[src/rtl/bankmap_pkg.sv]
package bankmap_pkg;

  // address classes seen by the mapper
  typedef enum logic [2:0] {
    RGN_MEM,
    RGN_BANKSEL,
    RGN_SND_LEG,
    RGN_SND_ENH,
    RGN_CFG
  } rgn_e;

  // upper five address bits select a 2 KB slot
  localparam int          SLOT_W      = 5;
  localparam logic [4:0]  SLOT_B0     = 5'b01010;
  localparam logic [4:0]  SLOT_B1     = 5'b01110;
  localparam logic [4:0]  SLOT_B2     = 5'b10010;
  localparam logic [4:0]  SLOT_B3     = 5'b10110;
  localparam logic [4:0]  SLOT_LEG    = 5'b10011;
  localparam logic [4:0]  SLOT_ENH    = 5'b10111;

  // configuration word fields
  localparam int          CFG_ALL_BIT = 4;
  localparam int          CFG_ENH_BIT = 5;

  // sound key location
  localparam int          LEG_BANK    = 2;
  localparam int          ENH_BANK    = 3;
  localparam int          LEG_KEY_W   = 6;
  localparam int          ENH_KEY_BIT = 7;

  // page index flip
  localparam logic [1:0]  IDX_FLIP    = 2'b10;

endpackage

[src/rtl/bankmap_decode.sv]
module bankmap_decode
  import bankmap_pkg::*;
#(
  parameter int ADDR_W = 16,
  parameter int PAGE_W = 13,
  parameter int IDX_W  = 2
) (
  input  logic [ADDR_W-1:1] hi_addr,
  output rgn_e              rgn,
  output logic [IDX_W-1:0]  idx
);

  localparam int SLOT_LSB = ADDR_W - SLOT_W;

  logic [SLOT_W-1:0] slot;
  logic              cfg_hit;

  assign slot    = hi_addr[ADDR_W-1:SLOT_LSB];
  assign cfg_hit = &hi_addr[SLOT_LSB-1:1];
  assign idx     = hi_addr[PAGE_W+IDX_W-1:PAGE_W] ^ IDX_W'(IDX_FLIP);

  always_comb begin
    case (slot)
      SLOT_B0, SLOT_B1, SLOT_B2, SLOT_B3: rgn = RGN_BANKSEL;
      SLOT_LEG:                           rgn = RGN_SND_LEG;
      SLOT_ENH:                           rgn = cfg_hit ? RGN_CFG : RGN_SND_ENH;
      default:                            rgn = RGN_MEM;
    endcase
  end

endmodule

[src/rtl/bankmap_banks.sv]
module bankmap_banks #(
  parameter int NBANK  = 4,
  parameter int DATA_W = 8,
  parameter int IDX_W  = 2
) (
  input  logic                          clk,
  input  logic                          rst,
  input  logic                          wr_en,
  input  logic [IDX_W-1:0]              wr_idx,
  input  logic [DATA_W-1:0]             wr_data,
  output logic [NBANK-1:0][DATA_W-1:0]  bank_q,
  output logic [NBANK-1:0][DATA_W-1:0]  bank_d,
  output logic                          changed
);

  for (genvar g = 0; g < NBANK; g++) begin : g_bank
    assign bank_d[g] = (wr_en && (wr_idx == IDX_W'(g))) ? wr_data : bank_q[g];

    always_ff @(posedge clk) begin
      if (rst) bank_q[g] <= DATA_W'(g);
      else     bank_q[g] <= bank_d[g];
    end
  end

  assign changed = (bank_d != bank_q);

endmodule

[src/rtl/bankmap_cfg.sv]
module bankmap_cfg #(
  parameter int NBANK = 4
) (
  input  logic             clk,
  input  logic             rst,
  input  logic             wr_en,
  input  logic [NBANK-2:0] ram_bits,
  input  logic             all_bit,
  input  logic             enh_bit,
  output logic [NBANK-1:0] ram_en,
  output logic             enh_q,
  output logic             enh_d,
  output logic             mode_changed
);

  logic [NBANK-1:0] ram_nxt;

  // pages below the last have their own bit; the last follows the global bit only
  for (genvar g = 0; g < NBANK; g++) begin : g_ram
    if (g < NBANK - 1) begin : g_own
      assign ram_nxt[g] = all_bit | ram_bits[g];
    end else begin : g_glob
      assign ram_nxt[g] = all_bit;
    end
  end

  assign enh_d        = wr_en ? enh_bit : enh_q;
  assign mode_changed = enh_d ^ enh_q;

  always_ff @(posedge clk) begin
    if (rst) begin
      ram_en <= '0;
      enh_q  <= 1'b0;
    end else begin
      if (wr_en) ram_en <= ram_nxt;
      enh_q <= enh_d;
    end
  end

endmodule

[src/rtl/bankmap_sndgate.sv]
module bankmap_sndgate #(
  parameter int KEY_W = 6
) (
  input  logic             clk,
  input  logic             rst,
  input  logic             upd,
  input  logic             enh_d,
  input  logic [KEY_W-1:0] leg_key,
  input  logic             enh_key,
  output logic             snd_en
);

  always_ff @(posedge clk) begin
    if (rst)      snd_en <= 1'b0;
    else if (upd) snd_en <= enh_d ? enh_key : (&leg_key);
  end

endmodule

[src/rtl/bankmap_top.sv]
module bankmap_top
  import bankmap_pkg::*;
#(
  parameter int ADDR_W = 16,
  parameter int DATA_W = 8,
  parameter int PAGE_W = 13,
  parameter int NBANK  = 4,
  parameter int SND_W  = 8,
  localparam int IDX_W = $clog2(NBANK),
  localparam int EXT_W = DATA_W + PAGE_W
) (
  input  logic              clk,
  input  logic              rst,
  input  logic [ADDR_W-1:0] cpu_addr,
  input  logic [DATA_W-1:0] cpu_wdata,
  input  logic              cpu_rd,
  input  logic              cpu_wr,
  output logic [EXT_W-1:0]  mem_addr,
  output logic [DATA_W-1:0] mem_wdata,
  output logic              mem_rd,
  output logic              mem_we,
  output logic [SND_W-1:0]  snd_addr,
  output logic [DATA_W-1:0] snd_wdata,
  output logic              snd_rd,
  output logic              snd_wr,
  output logic              snd_enh
);

  rgn_e                         rgn;
  logic [IDX_W-1:0]             idx;
  logic [NBANK-1:0][DATA_W-1:0] bank_q;
  logic [NBANK-1:0][DATA_W-1:0] bank_d;
  logic                         bank_chg;
  logic [NBANK-1:0]             ram_en;
  logic                         enh_q;
  logic                         enh_d;
  logic                         mode_chg;
  logic                         snd_en;

  logic page_ram;
  logic bank_wr;
  logic cfg_wr;
  logic leg_hit;
  logic enh_hit;
  logic snd_rd_hit;
  logic snd_wr_hit;

  bankmap_decode #(
    .ADDR_W (ADDR_W),
    .PAGE_W (PAGE_W),
    .IDX_W  (IDX_W)
  ) u_decode (
    .hi_addr (cpu_addr[ADDR_W-1:1]),
    .rgn     (rgn),
    .idx     (idx)
  );

  assign page_ram = ram_en[idx];
  assign bank_wr  = cpu_wr && (rgn == RGN_BANKSEL) && !page_ram;
  assign cfg_wr   = cpu_wr && (rgn == RGN_CFG);

  bankmap_banks #(
    .NBANK  (NBANK),
    .DATA_W (DATA_W),
    .IDX_W  (IDX_W)
  ) u_banks (
    .clk     (clk),
    .rst     (rst),
    .wr_en   (bank_wr),
    .wr_idx  (idx),
    .wr_data (cpu_wdata),
    .bank_q  (bank_q),
    .bank_d  (bank_d),
    .changed (bank_chg)
  );

  bankmap_cfg #(
    .NBANK (NBANK)
  ) u_cfg (
    .clk          (clk),
    .rst          (rst),
    .wr_en        (cfg_wr),
    .ram_bits     (cpu_wdata[NBANK-2:0]),
    .all_bit      (cpu_wdata[CFG_ALL_BIT]),
    .enh_bit      (cpu_wdata[CFG_ENH_BIT]),
    .ram_en       (ram_en),
    .enh_q        (enh_q),
    .enh_d        (enh_d),
    .mode_changed (mode_chg)
  );

  bankmap_sndgate #(
    .KEY_W (LEG_KEY_W)
  ) u_sndgate (
    .clk     (clk),
    .rst     (rst),
    .upd     (bank_chg || mode_chg),
    .enh_d   (enh_d),
    .leg_key (bank_d[LEG_BANK][LEG_KEY_W-1:0]),
    .enh_key (bank_d[ENH_BANK][ENH_KEY_BIT]),
    .snd_en  (snd_en)
  );

  // window hits use the state in force before this access
  assign leg_hit    = snd_en && !enh_q && (rgn == RGN_SND_LEG);
  assign enh_hit    = snd_en &&  enh_q && (rgn == RGN_SND_ENH);
  assign snd_rd_hit = leg_hit || enh_hit || (snd_en && enh_q && (rgn == RGN_CFG));
  assign snd_wr_hit = (leg_hit || enh_hit) && !page_ram;

  always_ff @(posedge clk) begin
    if (rst) begin
      mem_addr  <= '0;
      mem_wdata <= '0;
      mem_rd    <= 1'b0;
      mem_we    <= 1'b0;
      snd_addr  <= '0;
      snd_wdata <= '0;
      snd_rd    <= 1'b0;
      snd_wr    <= 1'b0;
      snd_enh   <= 1'b0;
    end else begin
      mem_addr  <= {bank_q[idx], cpu_addr[PAGE_W-1:0]};
      mem_wdata <= cpu_wdata;
      mem_rd    <= cpu_rd && !cpu_wr && !snd_rd_hit;
      mem_we    <= cpu_wr && page_ram;
      snd_addr  <= cpu_addr[SND_W-1:0];
      snd_wdata <= cpu_wdata;
      snd_rd    <= cpu_rd && !cpu_wr && snd_rd_hit;
      snd_wr    <= cpu_wr && snd_wr_hit;
      snd_enh   <= enh_q;
    end
  end

endmodule

[config.mk]
export PLATFORM = sky130hd
export DESIGN_NAME = bankmap_top
export DESIGN_NICKNAME = d
export VERILOG_FILES = /design/src/rtl/bankmap_pkg.sv /design/src/rtl/bankmap_decode.sv /design/src/rtl/bankmap_banks.sv /design/src/rtl/bankmap_cfg.sv /design/src/rtl/bankmap_sndgate.sv /design/src/rtl/bankmap_top.sv
export SDC_FILE = /design/constraint.sdc
export NUM_CORES = 1
export LEC_CHECK = 0
export ABC_AREA = 1
export BUFFER_PORTS_ARGS = -buffer_cell sky130_fd_sc_hd__buf_2
export CAP_MARGIN = 10
export CORE_MARGIN = 3
export CORE_UTILIZATION = 49
export DETAILED_ROUTE_END_ITERATION = 10
export HOLD_SLACK_MARGIN = 0.05
export PLACE_DENSITY = 0.75
export SLEW_MARGIN = 40
export SYNTH_ARGS = -nofsm -noshare
export SYNTH_HDL_FRONTEND = slang
export SYNTH_SLANG_ARGS = --single-unit
[constraint.sdc]
create_clock -name clk -period 3.55 [get_ports clk]
set_input_delay 0 -clock clk [delete_from_list [all_inputs] [get_ports clk]]
set_output_delay 0 -clock clk [all_outputs]
set_load 0.005 [all_outputs]
==> results.sh, run 1 <==
export IMPL_outcome="complete, no violations"
export IMPL_portBuffers=77
export IMPL_fmax_ghz=0.385
export IMPL_relSlewSlack_pct=57.1
export IMPL_clk_pin_slew_ps=80
export IMPL_rsz0062_at_grt="no"
export IMPL_pwr_share_clk_pct=44.6
export IMPL_fin_setup_tns_ps=0
export IMPL_ios=78
export IMPL_crit_top_cell="nor2_1"
export IMPL_end_kind="flop"
export IMPL_synth_seq_area_share_pct=41.1
export IMPL_period_needed_ps=2600
export IMPL_intPower_mw=1.38
export IMPL_ant_nets=0
export IMPL_rows=30
export IMPL_critPathRequiredTime_ps=3790
export IMPL_most_common_layout_cells="102 x nor2_1, 77 x buf_2, 75 x inv_1"
export IMPL_reg2reg_setup_slack_ps=1020
export IMPL_yosys_register_bits=72
export IMPL_htree_levels=3
export IMPL_clkSinkCount=72
export IMPL_ir_drop_v=0.000182
export IMPL_cts_buffers=9
export IMPL_critical_path_peak_fanout=37
export IMPL_cts_tree="built"
export IMPL_met3_length_um=653
export IMPL_syn_cell_area_um2=3510
export IMPL_start_util_pct=51.1
export IMPL_grt_ovfl_total=0
export IMPL_clk_latency_ps=350
export IMPL_arrival_ps=2840
export IMPL_sw_frac_of_total_pct=24.0
export IMPL_cap_viol_max_count=0
export IMPL_synthCells=504
export IMPL_area_delta_synth_final_pct=22.1
export IMPL_crit_slowest_cell="dlygate4sd3_1"
export IMPL_drcViolationCount=0
export IMPL_wl_per_cell_um=13.5
export IMPL_grt_pass1_wl_mm=15.1
export IMPL_slew_viol_final=0
export IMPL_vias=3499
export IMPL_power_frac_seq_pct=46.0
export IMPL_highest_layer="met4"
export IMPL_die_x_um=90.6
export IMPL_vias_per_cell=5.15
export IMPL_finalClockSkew_ps=2.86
export IMPL_drt_initial_drc_count=237
export IMPL_wl_mm=9.18
export IMPL_place_hpwl_mm=6.23
export IMPL_final_common_cell="nor2_1"
export IMPL_worstMarginPinSlew_ps=643
export IMPL_die_area_um2=8210
export IMPL_p_leak_nw=2.12
export IMPL_setup_viol=0
export IMPL_fp_dieH_um=90.6
export IMPL_ys_types=25
export IMPL_gp_congestion=0.884
export IMPL_diodes=0
export IMPL_core_um2=6870
export IMPL_gr_usage_all_layers_pct=22.6
export IMPL_hold_viol=0
export IMPL_postCtsResizedCells=0
export IMPL_grt_pass1_vias=3187
export IMPL_crit_path_max_incr_delay_ps=540
export IMPL_min_period_over_period_pct=73.2
export IMPL_switching_power_mw=0.436
export IMPL_wl_met2_mm=4.23
export IMPL_clock_root_buffer="clkbuf_8"
export IMPL_avgSynthCellArea_um2=6.96
export IMPL_pwr_density_cell_nw_per_um2=425
export IMPL_antenna_found_initial=0
export IMPL_power_frac_comb_pct=9.4
export IMPL_post_cts_buffers=0
export IMPL_worstHoldPathType="input port to flop"
export IMPL_layout_drive_gt1_share_pct=17.6
export IMPL_drtPass1Iterations=5
export IMPL_synth_nets=532
export IMPL_layout_nets=607
export IMPL_finalPower_mw=1.82
export IMPL_grt_max_degree=62
export IMPL_wl_met1_mm=4.09
export IMPL_start_kind="input port"
export IMPL_worstSetupPathType="input port to flop"
export IMPL_path_cells="dlygate4sd3_1 -> buf_2 -> inv_1 -> nor2_1 -> nand3_2 -> nor2_4 -> buf_4 -> nand2_1 -> a21boi_0 -> o21ai_0 -> a21oi_1 -> nor2_1"
export IMPL_ys_warn_count=0
export IMPL_clock_path_buffers=2
## critical path: cells and delay by family
kind	cells	cell delay [ps]
buffers and inverters	4	1130
AOI/OAI and AO/OA	3	570
and+or+nand+nor	5	1130
## cell families after synthesis
family	count (synthesis)	share of synthesized area, %
buf+inv	119	15.7
simple gates	253	32.3
compound gates	60	11.0
flops	72	41.1
## worst paths after layout
| kind | start | to | cells after the start |
|---|---|---|---|
| hold reg to reg | u_cfg.ram_en[3] | u_cfg.ram_en[3] | 2 |
| hold / removal | cpu_wdata[0] | snd_wdata[0] | 3 |
| setup / recovery | cpu_addr[12] | u_sndgate.snd_en | 12 |
| setup reg to reg | u_cfg.ram_en[0] | u_sndgate.snd_en | 11 |
## area by class of cell
class	count	area, µm²
clock buffers	10	138
multi-input cells	313	1520
repair buffers	106	663
fillers	644	2590
inverters	77	289
well taps	96	120
clock inverters	6	115
flip-flops and latches	72	1440
## power by group through the flow
stage	clock network, mW	registers [mW]	logic (mW)
detailed placement	0	0.855	0.148
global placement	0	0.855	0.146
CTS	0.822	0.837	0.170
finish	0.811	0.837	0.171
floorplan	0	0.857	0.0922
global route	0.861	0.840	0.188
## cell usage after synthesis
library cell  count  share of area (%)
a221oi_1          8                2.0
clkbuf_1         16                1.7
o21ai_0           7                1.0
nor2_4            1               0.32
inv_1            75                8.0
o21a_1            1               0.21
buf_6             4                1.3
nand4_1          58                 10
nand3_1          13                1.9
nand2_2           2               0.36
nor3_1            2               0.29
nand3_2           1               0.29
a21oi_1          18                2.6
dfxtp_1          72                 41
o22ai_1           7                1.2
nor2_1          102                 11
nand2_1          74                7.9
o21ai_1           2               0.29
buf_2             4               0.57
clkinv_1          1               0.11
o211ai_1          3               0.64
a211oi_1         13                2.8
inv_2             1               0.11
a21boi_0          1               0.21
buf_4            18                3.9
## per-stage QoR
step                cells  setup slack, ps  hold WS [ps]  cell area [µm²]  utilization (%)
detailed placement    640             1100           216             3790             55.2
floorplan             504             1970           107             3510                -
global placement      640             1190           199             3790             55.2
global route          680              608          92.0             4280             62.3
finish                680              951          76.5             4280             62.3
CTS                   680              996          70.6             4280             62.3
## registers in the layout, summed over array words and instances, names as in the netlist
register / cells
mem_addr: 21
u_cfg.enh_q: 1
snd_wr: 1
u_sndgate.snd_en: 1
mem_we: 1
u_cfg.ram_en: 4
snd_wdata: 8
snd_rd: 1
mem_rd: 1
u_banks.bank_q: 32
snd_enh: 1
## routing by layer
| metal | GRT usage (%) | vias up |
|---|---|---|
| li1 | - | 1792 |
| met5 | 0 | - |
| met2 | 36.6 | 136 |
| met4 | 9.69 | 0 |
| met1 | 29.4 | 1548 |
| met3 | 4.33 | 23 |
## repair_timing
action / 4_1_cts / 5_1_grt
endpoints found under the setup margin: 0 / 0
hold endpoints to repair: 35 / 0
hold buffers: 24 / 0
Note: power is estimated with default switching activity, not from simulation.
==> run 2, diff against run 1 <==
PLACE_DENSITY = 0.78   (was 0.75)
clock period = 2.2 ns   (was 3.55 ns; I/O delays follow)
==> run 2 against run 1 <==
Net effect:
- routed wire length grew 7.0%
- register-to-register slack lost 770 ps
- critical path type unchanged
- sequential share of layout area grew 0.24 points
- via count grew 5.5%
- global-route usage grew 1.8 points
- critical path depth grew 4
==> results.sh, run 2 (same netlist as run 1, synthesis figures left out) <==
export IMPL_wl_per_cell_um=14.3
export IMPL_hold_viol=0
export IMPL_cts_buffers=9
export IMPL_ios=78
export IMPL_crit_top_cell="nor2_1"
export IMPL_drt_initial_drc_count=374
export IMPL_power_frac_comb_pct=11.0
export IMPL_r2r_start="u_cfg.ram_en[1]"
export IMPL_min_to="mem_we"
export IMPL_finalPower_mw=2.60
export IMPL_critical_path_peak_fanout=11
export IMPL_worstHoldPathType="input port to flop"
export IMPL_outcome="complete, no violations"
export IMPL_r2r_cells=15
export IMPL_top_register="u_banks.bank_q"
export IMPL_diodes=0
export IMPL_clock_path_buffers=2
export IMPL_clk_latency_ps=360
export IMPL_antenna_found_initial=0
export IMPL_relSlewSlack_pct=61.0
export IMPL_setup_viol=0
export IMPL_die_x_um=90.6
export IMPL_cts_tree="built"
export IMPL_crit_slowest_cell="dlygate4sd3_1"
export IMPL_htree_levels=3
export IMPL_ant_nets=0
export IMPL_grt_max_degree=35
export IMPL_fmax_ghz=0.499
export IMPL_slew_viol_final=0
export IMPL_die_area_um2=8210
export IMPL_cp_buffers_inverters=4
export IMPL_intPower_mw=1.86
export IMPL_stdcell_count=686
export IMPL_arrival_ps=2260
export IMPL_hp_start="cpu_addr[14]"
export IMPL_cap_viol_max_count=0
export IMPL_r2r_end="u_sndgate.snd_en"
export IMPL_rows=30
export IMPL_sw_frac_of_total_pct=28.3
export IMPL_fp_dieH_um=90.6
export IMPL_crit_path_max_incr_delay_ps=550
export IMPL_worstSetupPathType="input port to flop"
export IMPL_rsz0062_at_grt="no"
export IMPL_crit_family="simple AND/OR/NAND/NOR gates"
export IMPL_ir_drop_v=0.000293
export IMPL_period_needed_ps=2010
export IMPL_grt_pass1_wl_mm=16.1
export IMPL_clkSinkCount=72
export IMPL_drtPass1Iterations=5
export IMPL_grt_ovfl_total=0
export IMPL_path_cells="dlygate4sd3_1 -> buf_2 -> inv_1 -> nor2_1 -> nand3_2 -> nor2_4 -> nand2_1 -> buf_4 -> nor2_1 -> nand2_1 -> nand3_1 -> nor2_1 -> nand2_1 -> nor2_1 -> a21oi_1 -> nor2_1"
export IMPL_n_fill_cell=632
export IMPL_vias=3691
export IMPL_wl_mm=9.82
export IMPL_grt_pass1_vias=3278
export IMPL_place_hpwl_mm=6.58
export IMPL_vias_per_cell=5.38
export IMPL_p_leak_nw=2.12
export IMPL_end_kind="flop"
export IMPL_gr_usage_all_layers_pct=24.5
export IMPL_portBuffers=77
export IMPL_holdWs_ps=119
export IMPL_core_um2=6870
export IMPL_reg2reg_setup_slack_ps=250
export IMPL_area_delta_synth_final_pct=21.3
export IMPL_post_cts_buffers=0
export IMPL_layout_nets=613
export IMPL_switching_power_mw=0.736
export IMPL_finalClockSkew_ps=8.89
export IMPL_worstMarginPinSlew_ps=585
export IMPL_clk_pin_slew_ps=90
export IMPL_final_util_pct=61.9
export IMPL_drcViolationCount=0
export IMPL_dpl_cell_count=647
export IMPL_clock_root_buffer="clkbuf_8"
export IMPL_critPathRequiredTime_ps=2450
export IMPL_pwr_share_clk_pct=37.1
export IMPL_final_common_cell="nor2_1"
export IMPL_start_util_pct=51.1
export IMPL_layout_drive_gt1_share_pct=18.6
export IMPL_power_frac_seq_pct=52.0
export IMPL_pwr_density_cell_nw_per_um2=611
export IMPL_fin_setup_tns_ps=0
export IMPL_largest_reg_flops=32
export IMPL_gp_congestion=0.960
export IMPL_min_period_over_period_pct=91.2
export IMPL_hold_path_depth=5
export IMPL_reg_largest_list="u_banks.bank_q: 32 flops, mem_addr: 21 flops, snd_wdata: 8 flops"
export IMPL_most_common_layout_cells="102 x nor2_1, 77 x buf_2, 75 x inv_1"
export IMPL_start_kind="input port"
==> run 2: per-layer routing <==
layer | track usage, % | wire length, µm | vias up
li1 | - | - | 1803
met1 | 31.2 | 4060 | 1653
met2 | 39.5 | 4550 | 210
met3 | 5.08 | 951 | 25
met4 | 11.4 | 259 | 0
met5 | 0 | 0 | -
==> run 2: metrics by stage <==
step	instance area (µm²)	setup slack (ps)
after detailed placement	3840	288
after global placement	3840	337
after CTS	4250	257
final	4250	194
after global routing	4250	45.3
after floorplan	3510	619
==> run 2: power groups by stage <==
stage	combinational, mW	clock, mW	sequential [mW]
global route	0.312	1.05	1.36
finish	0.285	0.964	1.35
CTS	0.279	0.978	1.35
detailed placement	0.247	0	1.38
global placement	0.242	0	1.38
floorplan	0.149	0	1.38
==> run 2: how the worst max path moves through the flow <==
stage	from	to	slack (ps)	depth (start not counted)
after global placement	u_cfg.ram_en[0]	u_sndgate.snd_en	340	15
final	cpu_addr[12]	u_sndgate.snd_en	190	16
after CTS	cpu_addr[11]	u_sndgate.snd_en	260	15
after floorplan	u_cfg.ram_en[0]	u_sndgate.snd_en	620	12
after detailed placement	u_cfg.ram_en[1]	u_sndgate.snd_en	290	15
after global routing	cpu_addr[11]	u_sndgate.snd_en	50	15
==> run 2: final cells by class <==
class	count	area, µm²	area share [%]
tap	96	120	2.82
multi-input combinational	313	1520	35.7
clock inverter	7	56.3	1.32
timing repair buffer	112	706	16.6
inverter	77	289	6.80
sequential	72	1440	33.9
clock buffer	9	124	2.91
==> run 2: what timing repair did <==
action                     4_1_cts  5_1_grt
resized for setup                0        0
hold buffers                    23        0
hold endpoints to repair        33        0
setup endpoints to repair        0        0
==> run 2: worst reg2reg max path, cell delays in order, from the launching register on <==
cell and delay (ps):
dfxtp_1 320, nand2_1 50, nand2_1 50, nand2_1 70, nand2_2 80, nor2_4 210, nand2_1 200, buf_4 230
nor2_1 130, nand2_1 70, nand3_1 70, nor2_1 40, nand2_1 60, nor2_1 60, a21oi_1 140, nor2_1 60
==> run 3, diff against run 2 <==
PLACE_DENSITY = 0.75   (was 0.78)
clock period = 2.4 ns   (was 2.2 ns; I/O delays follow)
==> run 3 against run 2 <==
Net effect:
- via count fell by 1.9%
- sequential power fell by 8%
- flip-flop and latch count unchanged
- count of clock-buffer cells in the layout rose by 1
- highest routed layer unchanged
- clock skew fell by 3.4 ps
- worst hold slack worse by 42 ps
- total power fell by 4.1%
- non-clock buffer count decreased by 1
- combinational power is 10% lower
- critical path type unchanged
- die area did not move
- global-route usage shrank 0.75 points
- largest power group unchanged
- core utilization rose by 0.29 points
==> results.sh, run 3 (same netlist as run 1, synthesis figures left out) <==
export IMPL_outcome="complete, no violations"
export IMPL_grt_pass1_vias=3313
export IMPL_diodes=0
export IMPL_cts_tree="built"
export IMPL_worstMarginPinSlew_ps=566
export IMPL_worstHoldPathType="input port to flop"
export IMPL_top_register="u_banks.bank_q"
export IMPL_dpl_cell_area_um2=3830
export IMPL_power_frac_seq_pct=49.7
export IMPL_die_area_um2=8210
export IMPL_crit_slowest_cell="dlygate4sd3_1"
export IMPL_start_kind="input port"
export IMPL_postCtsResizedCells=0
export IMPL_cts_buffers=9
export IMPL_r2r_start="u_cfg.ram_en[0]"
export IMPL_hold_viol=0
export IMPL_start_util_pct=51.1
export IMPL_switching_power_mw=0.657
export IMPL_drt_initial_drc_count=282
export IMPL_grt_pass1_wl_mm=15.5
export IMPL_gp_congestion=0.932
export IMPL_crit_path_max_incr_delay_ps=540
export IMPL_clock_root_buffer="clkbuf_8"
export IMPL_path_cells="dlygate4sd3_1 -> buf_2 -> inv_1 -> nor2_1 -> nand3_2 -> nor2_4 -> buf_4 -> nand2_1 -> nor2_1 -> nand2_1 -> nand2_1 -> inv_1 -> nand2_1 -> nor2_1 -> nand2_1 -> nor2_1 -> a21oi_1 -> nor2_1"
export IMPL_clkSinkCount=72
export IMPL_vias=3621
export IMPL_drcViolationCount=0
export IMPL_grt_ovfl_total=0
export IMPL_reg2reg_setup_slack_ps=380
export IMPL_relSlewSlack_pct=62.3
export IMPL_fp_dieH_um=90.6
export IMPL_arrival_ps=2360
export IMPL_htree_levels=3
export IMPL_layout_nets=612
export IMPL_stdcell_area_um2=4270
export IMPL_min_period_over_period_pct=87.3
export IMPL_portBuffers=77
export IMPL_r2r_cells=17
export IMPL_end_kind="flop"
export IMPL_critPathCapture="u_sndgate.snd_en"
export IMPL_post_cts_buffers=0
export IMPL_clk_latency_ps=360
export IMPL_pwr_share_clk_pct=40.1
export IMPL_power_frac_comb_pct=10.3
export IMPL_clk_pin_slew_ps=80
export IMPL_ant_nets=0
export IMPL_sw_frac_of_total_pct=26.4
export IMPL_critPathRequiredTime_ps=2660
export IMPL_final_common_cell="nor2_1"
export IMPL_largest_reg_flops=32
export IMPL_worstSetupPathType="input port to flop"
export IMPL_reg_largest_list="u_banks.bank_q: 32 flops, mem_addr: 21 flops, snd_wdata: 8 flops"
export IMPL_ir_drop_v=0.000314
export IMPL_clock_path_buffers=2
export IMPL_wl_per_cell_um=13.8
export IMPL_most_common_layout_cells="101 x nor2_1, 77 x buf_2, 75 x inv_1"
export IMPL_period_needed_ps=2100
export IMPL_core_um2=6870
export IMPL_antenna_found_initial=0
export IMPL_layout_drive_gt1_share_pct=18.7
export IMPL_rows=30
export IMPL_finalClockSkew_ps=5.51
export IMPL_setup_viol=0
export IMPL_slew_viol_final=0
export IMPL_p_leak_nw=2.12
export IMPL_multiInputGateArea_um2=1520
export IMPL_intPower_mw=1.83
export IMPL_critical_path_peak_fanout=22
export IMPL_rsz0062_at_grt="no"
export IMPL_grt_max_degree=33
export IMPL_r2r_end="u_sndgate.snd_en"
export IMPL_wl_mm=9.45
export IMPL_die_x_um=90.6
export IMPL_final_seq_area_um2=1440
export IMPL_fmax_ghz=0.477
export IMPL_cap_viol_max_count=0
export IMPL_vias_per_cell=5.29
export IMPL_gr_usage_all_layers_pct=23.7
export IMPL_pwr_density_cell_nw_per_um2=583
export IMPL_area_delta_synth_final_pct=21.8
export IMPL_fin_setup_tns_ps=0
export IMPL_n_fill_cell=643
export IMPL_ios=78
export IMPL_drtPass1Iterations=6
export IMPL_startpoint="cpu_addr[12]"
export IMPL_place_hpwl_mm=6.55
[run 3: cell types whose count changed in the layout (fill, tap and decap cells not counted), sizes merged]
| cell | previous run | this run |
|---|---|---|
| bufinv | 0 | 1 |
| buf | 89 | 88 |
| clkinvlp | 1 | 2 |
| clkbuf | 9 | 10 |
| clkinv | 6 | 3 |
[run 3: layout make-up]
cell class,instances,area share [%]
multi-input combinational,313,35.5
clock buffer,10,3.22
clock inverter,6,1.58
tap,96,2.81
timing repair buffer,111,16.3
inverter,77,6.76
sequential,72,33.7
[run 3: how the worst min path moves through the flow]
stage,startpoint,to,slack (ps),cells after the start
after floorplan,cpu_addr[0],mem_addr[0],110,2
after global placement,cpu_addr[0],mem_addr[0],200,3
after detailed placement,cpu_addr[0],mem_addr[0],210,3
after CTS,cpu_wdata[0],snd_wdata[0],80,3
after global routing,cpu_addr[14],mem_we,100,5
final,cpu_addr[14],mem_we,80,5
[run 3: worst max-delay path, delay by kind of cell]
kind                   cells  cell delay [ps]
and+or+nand+nor           12             1220
buffers and inverters      5              990
AOI/OAI and AO/OA          1              140
[run 3: routing by layer]
metal	share of wire (%)	vias up	GRT usage (%)
met5	0	-	0
met4	4.1	0	13.5
met3	7.9	39	4.83
met2	46	169	38.0
met1	42	1613	29.6
li1	-	1800	-
[run 3: through the flow]
stage          setup WS, ps  total power [mW]  utilization [%]  cells  hold slack [ps]
5_1_grt                58.4              2.58             62.2    685             98.5
6_report                304              2.49             62.2    685             76.6
4_1_cts                 323              2.50             62.2    685             75.0
3_3_place_gp            368              1.49             55.8    646              200
2_1_floorplan           819              1.40                -    504              107
3_5_place_dp            304              1.49             55.8    646              208
[run 3: timing repair]
action | 4_1_cts | 5_1_grt
setup endpoints to repair | 0 | 0
endpoints found under the hold margin | 34 | 0
hold buffers | 23 | 0
[run 3: power groups by stage]
stage | sequential, mW | combinational (mW) | clock (mW)
2_1_floorplan | 1.27 | 0.136 | 0
3_3_place_gp | 1.26 | 0.221 | 0
3_5_place_dp | 1.27 | 0.223 | 0
4_1_cts | 1.24 | 0.252 | 1.01
5_1_grt | 1.24 | 0.283 | 1.06
6_report | 1.24 | 0.256 | 0.998
